File: config.mk
export PLATFORM = sky130hd
export DESIGN_NAME = nco_divider
export DESIGN_NICKNAME = d
export VERILOG_FILES = /design/src/rtl/nco_pkg.sv /design/src/rtl/nco_tune_latch.sv /design/src/rtl/nco_dither_lfsr.sv /design/src/rtl/nco_phase_accum.sv /design/src/rtl/nco_divider.sv
export SDC_FILE = /design/constraint.sdc
export NUM_CORES = 1
export LEC_CHECK = 0
export ABC_AREA = 1
export BUFFER_PORTS_ARGS = -buffer_cell sky130_fd_sc_hd__buf_2
export CAP_MARGIN = 20
export CORE_ASPECT_RATIO = 0.7
export CORE_MARGIN = 2
export CORE_UTILIZATION = 31
export CTS_CLUSTER_DIAMETER = 150
export DETAILED_ROUTE_END_ITERATION = 8
export PLACE_DENSITY = 0.49
export SYNTH_ARGS = -nofsm -noshare
export SYNTH_HDL_FRONTEND = slang
export SYNTH_SLANG_ARGS = --single-unit
File: constraint.sdc
create_clock -name clk -period 3.8 [get_ports clk]
set_input_delay 0.38 -clock clk [delete_from_list [all_inputs] [get_ports clk]]
set_output_delay 0.38 -clock clk [all_outputs]
set_load 0.05 [all_outputs]
File: src/rtl/nco_pkg.sv
package nco_pkg;
  localparam int unsigned ACC_W      = 16;
  localparam int unsigned LFSR_W     = 16;
  localparam logic [15:0] LFSR_POLY  = 16'hB400;
  localparam logic [15:0] LFSR_SEED  = 16'hACE1;

  typedef enum logic [0:0] {
    MODE_DIVIDE = 1'b0,
    MODE_BYPASS = 1'b1
  } out_mode_e;
endpackage

File: src/rtl/nco_tune_latch.sv
module nco_tune_latch #(
  parameter int unsigned W = 16
) (
  input  logic         clk,
  input  logic         rst,
  input  logic         load_n,
  input  logic [W-1:0] word_in,
  output logic [W-1:0] word_q,
  output logic         is_zero
);
  always_ff @(posedge clk) begin
    if (rst) begin
      word_q  <= '0;
      is_zero <= 1'b1;
    end else if (!load_n) begin
      word_q  <= word_in;
      is_zero <= (word_in == '0);
    end
  end

  AST_TW_HOLD: assert property (@(posedge clk) disable iff (rst)
    load_n |=> $stable(word_q)) else $error("tuning word moved without strobe");

  AST_ZERO_FLAG: assert property (@(posedge clk) disable iff (rst)
    (!load_n && word_in == '0) |=> is_zero) else $error("zero word not flagged");
endmodule

File: src/rtl/nco_dither_lfsr.sv
module nco_dither_lfsr #(
  parameter int unsigned   W    = 16,
  parameter logic [W-1:0]  POLY = 16'hB400,
  parameter logic [W-1:0]  SEED = 16'hACE1
) (
  input  logic clk,
  input  logic rst,
  input  logic enable,
  output logic carry
);
  logic [W-1:0] state_q;
  logic [W-1:0] state_nx;
  logic         out_bit;

  assign out_bit = state_q[0];

  genvar gi;
  generate
    for (gi = 0; gi < W; gi++) begin : g_tap
      if (gi == W - 1) begin : g_top
        assign state_nx[gi] = out_bit & POLY[gi];
      end else begin : g_mid
        assign state_nx[gi] = state_q[gi+1] ^ (out_bit & POLY[gi]);
      end
    end
  endgenerate

  always_ff @(posedge clk) begin
    if (rst)         state_q <= SEED;
    else if (enable) state_q <= state_nx;
  end

  assign carry = enable & out_bit;

  AST_LFSR_LIVE: assert property (@(posedge clk) disable iff (rst)
    state_q != '0) else $error("LFSR locked at zero");

  AST_LFSR_FROZEN: assert property (@(posedge clk) disable iff (rst)
    !enable |=> $stable(state_q)) else $error("LFSR moved while disabled");
endmodule

File: src/rtl/nco_phase_accum.sv
module nco_phase_accum #(
  parameter int unsigned W = 16
) (
  input  logic         clk,
  input  logic         rst,
  input  logic [W-1:0] step,
  input  logic         carry_in,
  output logic [W-1:0] acc_q
);
  logic [W-1:0] sum;

  always_comb begin
    sum = acc_q + step + {{(W-1){1'b0}}, carry_in};
  end

  always_ff @(posedge clk) begin
    if (rst) acc_q <= '0;
    else     acc_q <= sum;
  end

  AST_RST_CLEAR: assert property (@(posedge clk)
    rst |=> acc_q == '0) else $error("accumulator not cleared");

  AST_HALF_RATE: assert property (@(posedge clk) disable iff (rst)
    (step == {1'b1, {(W-1){1'b0}}} && !carry_in) |=> acc_q[W-1] != $past(acc_q[W-1]))
    else $error("MSB failed to invert at half rate");
endmodule

File: src/rtl/nco_divider.sv
module nco_divider
  import nco_pkg::*;
#(
  parameter int unsigned   WORD_W = ACC_W,
  parameter logic [15:0]   POLY   = LFSR_POLY,
  parameter logic [15:0]   SEED   = LFSR_SEED
) (
  input  logic              clk,
  input  logic              rst,
  input  logic              load_n,
  input  logic [WORD_W-1:0] tune_word,
  input  logic              dither_en,
  output logic              div_out,
  output logic              clk_out,
  output logic [WORD_W-2:0] phase
);
  localparam int unsigned MSB = WORD_W - 1;

  logic [WORD_W-1:0] word_q;
  logic              word_zero;
  logic              carry;
  logic [WORD_W-1:0] acc_q;
  out_mode_e         mode;

  nco_tune_latch #(.W(WORD_W)) u_latch (
    .clk     (clk),
    .rst     (rst),
    .load_n  (load_n),
    .word_in (tune_word),
    .word_q  (word_q),
    .is_zero (word_zero)
  );

  nco_dither_lfsr #(.W(16), .POLY(POLY), .SEED(SEED)) u_lfsr (
    .clk    (clk),
    .rst    (rst),
    .enable (dither_en),
    .carry  (carry)
  );

  nco_phase_accum #(.W(WORD_W)) u_acc (
    .clk      (clk),
    .rst      (rst),
    .step     (word_q),
    .carry_in (carry),
    .acc_q    (acc_q)
  );

  assign mode    = word_zero ? MODE_BYPASS : MODE_DIVIDE;
  assign div_out = acc_q[MSB];
  assign phase   = acc_q[MSB-1:0];
  assign clk_out = (mode == MODE_BYPASS) ? clk : acc_q[MSB];

  AST_RST_BYPASS: assert property (@(posedge clk)
    rst |=> (mode == MODE_BYPASS)) else $error("reset did not select bypass");

  AST_NO_CARRY: assert property (@(posedge clk) disable iff (rst)
    (!dither_en && word_q == '0) |=> $stable(acc_q)) else $error("acc moved with no step");
endmodule

==> flow_metrics.tcl <==
set metrics [dict create \
    status "finished clean" \
    initial_core_util 0.321 \
    hold_slack_ns 0.230 \
    drv_slew 0 \
    first_pass_iters 7 \
    final_antenna_net_count 0 \
    tns_ns 0 \
    hold_class "in2reg" \
    place_ws_ns 1.08 \
    postLayoutSetupSlackWorst_ns 0.807 \
    synth_seq_cells 49 \
    synthDistinctLibCells 27 \
    critPathMaxFanout 2 \
    cts_tree "yes" \
    reg2reg_to "u_acc.acc_q[12]" \
    drt_iter0_drc 99 \
    cts_hold_buf 0 \
    grt_max_degree 29 \
    die_w_um 112 \
    final-setup-viol-count 0 \
    hpwlAfterDp_um 4740 \
    crit_end "clk_out" \
    wl_um 6290 \
    rsz0062_at_grt "false" \
    remaining_drc_errors 0 \
    ys_top_cells_by_area "dfxtp_1, nand2_1, nor2_1, inv_1, ha_1" \
    antenna_found_initial 0 \
    fill_cells 862 \
    row_count 27 \
    path_clk_slew_ns 0.07 \
    design_area_um2 3020 \
    multi_input_area_um2 1310 \
    place.gp.congestion 0.803 \
    worst_slew_pin_slew_ns 0.897 \
    port_buffers 36 \
    stdcell_count 511 \
    fin_worst_skew_ns 0.00721 \
    clkLatencyLatePin_ns 0.40 \
    syn_to_final_growth_pct 19.2 \
    n_antenna_cell 0 \
    post_cts_buffers 0 \
    yosysWarnings 0 \
    drive_above_1_share 0.141 \
    final_util 0.382 \
    dpl_cell_area_um2 2790 \
    final-seq-area_um2 981 \
    io_pins 37 \
    slew_headroom 0.401 \
    avgSynthCellArea_um2 6.81 \
    reg2reg_slack_ns 1.66 \
    total_power_mw 1.68 \
    syn_inst 372 \
    core-area_um2 7910 \
    arrival_ns 2.61 \
    timing.rr.start "u_lfsr.state_q[0]" \
    crit_type "clk2out" \
    yosys.area.top_type "dfxtp_1" \
    synthesis.area_um2 2530 \
    hold_viol 0 \
    maxCapViolCount 0 \
    grt_usage 0.151 \
    cp-start-kind "clock port" \
    cts_resized 0 \
    cp.required_ns 3.42 \
    grt_pass1_vias 2140 \
    cp-startpoint "clk" \
    leakagePower_nw 1.59 \
    syn_nets 408 \
    p_per_area_nw_per_um2 557 \
    die-area_um2 8930 \
    avgViaCountPerCell 4.52 \
    yosysSeqAreaShare 0.387 \
    ir_drop_mv 0.298 \
    synthDominantCellAreaShare 0.387 \
    layout.nets 445 \
    dp_cells 500 \
    die_y_um 79.7 \
    crit_path_end_kind "output pin" \
    grt_pass1_wl_um 10400 \
    post_drt_wl_per_cell_um 12.3 \
    gr-total-overflow 0 \
    reg2reg_depth 11 \
    num_vias 2312 \
]
-- power by group --
group          internal, mW  switching [mW]
registers             0.570          0.0345
clock network         0.408           0.256
logic                 0.119           0.293
-- how the worst min path moves through the flow --
stage,start,to,slack [ns],cells after the start
floorplan,u_lfsr.state_q[6],u_lfsr.state_q[6],0.43,2
global route,tune_word[5],u_latch.word_q[5],0.24,3
global placement,u_lfsr.state_q[5],u_lfsr.state_q[5],0.44,2
CTS,tune_word[3],u_latch.word_q[3],0.22,3
detailed placement,u_lfsr.state_q[15],u_lfsr.state_q[15],0.44,2
finish,tune_word[3],u_latch.word_q[3],0.23,3
-- cell usage after synthesis (all sizes together) --
cell	count
nand3b	1
inv	50
clkinv	1
xnor2	1
clkbuf	6
o21ai	32
nand3	18
nand2	92
nor2	64
a21oi	26
nor4	2
dfxtp	49
fa	2
mux2	1
buf	4
and2	1
ha	14
nor3	3
xor2	2
nand4	3
-- registers in the layout, summed over array words and instances (netlist names) --
signal and cells:
u_acc.acc_q 16, u_latch.is_zero 1, u_latch.word_q 16, u_lfsr.state_q 16
-- routing by layer --
metal | GRT usage | vias up | wire, um | part of all wire
li1 | - | 1242 | - | -
met1 | 0.233 | 1014 | 3590 | 0.57
met2 | 0.191 | 48 | 2270 | 0.36
met3 | 0.0463 | 8 | 340 | 0.054
met4 | 0.0500 | 0 | 84 | 0.013
met5 | 0 | - | 0 | 0
-- logic make-up after synthesis --
group           share of synthesized area
compound gates                      0.115
xor+xnor                           0.0104
fa+ha+maj                          0.0849
buf+inv                            0.0977
flops                               0.387
mux                               0.00444
simple gates                        0.301
-- cell usage in the layout (no fill, tap or decap), types with 8 or more instances in the layout --
| cell | synthesis | routed |
|---|---|---|
| a21oi_1 | 26 | 26 |
| o21ai_0 | 32 | 32 |
| clkbuf_16 | 0 | 8 |
| nand2_1 | 86 | 86 |
| inv_1 | 49 | 49 |
| buf_2 | 2 | 36 |
| nand3_1 | 17 | 17 |
| nor2_1 | 63 | 63 |
| ha_1 | 14 | 14 |
| dfxtp_1 | 49 | 49 |
-- layout make-up --
| class | count | area share |
|---|---|---|
| Multi-Input combinational cell | 262 | 0.432 |
| Sequential cell | 49 | 0.325 |
| Clock buffer | 10 | 0.0725 |
| Inverter | 51 | 0.0634 |
| Timing Repair Buffer | 36 | 0.0605 |
| Tap cell | 101 | 0.0418 |
| Clock inverter | 2 | 0.00456 |
-- critical path, stage by stage --
cell	delay (ns)
clkbuf_16	0.12
clkbuf_16	0.13
mux2_2	0.26
buf_2	0.21
No activity file was read; power rests on OpenSTA's default activity.
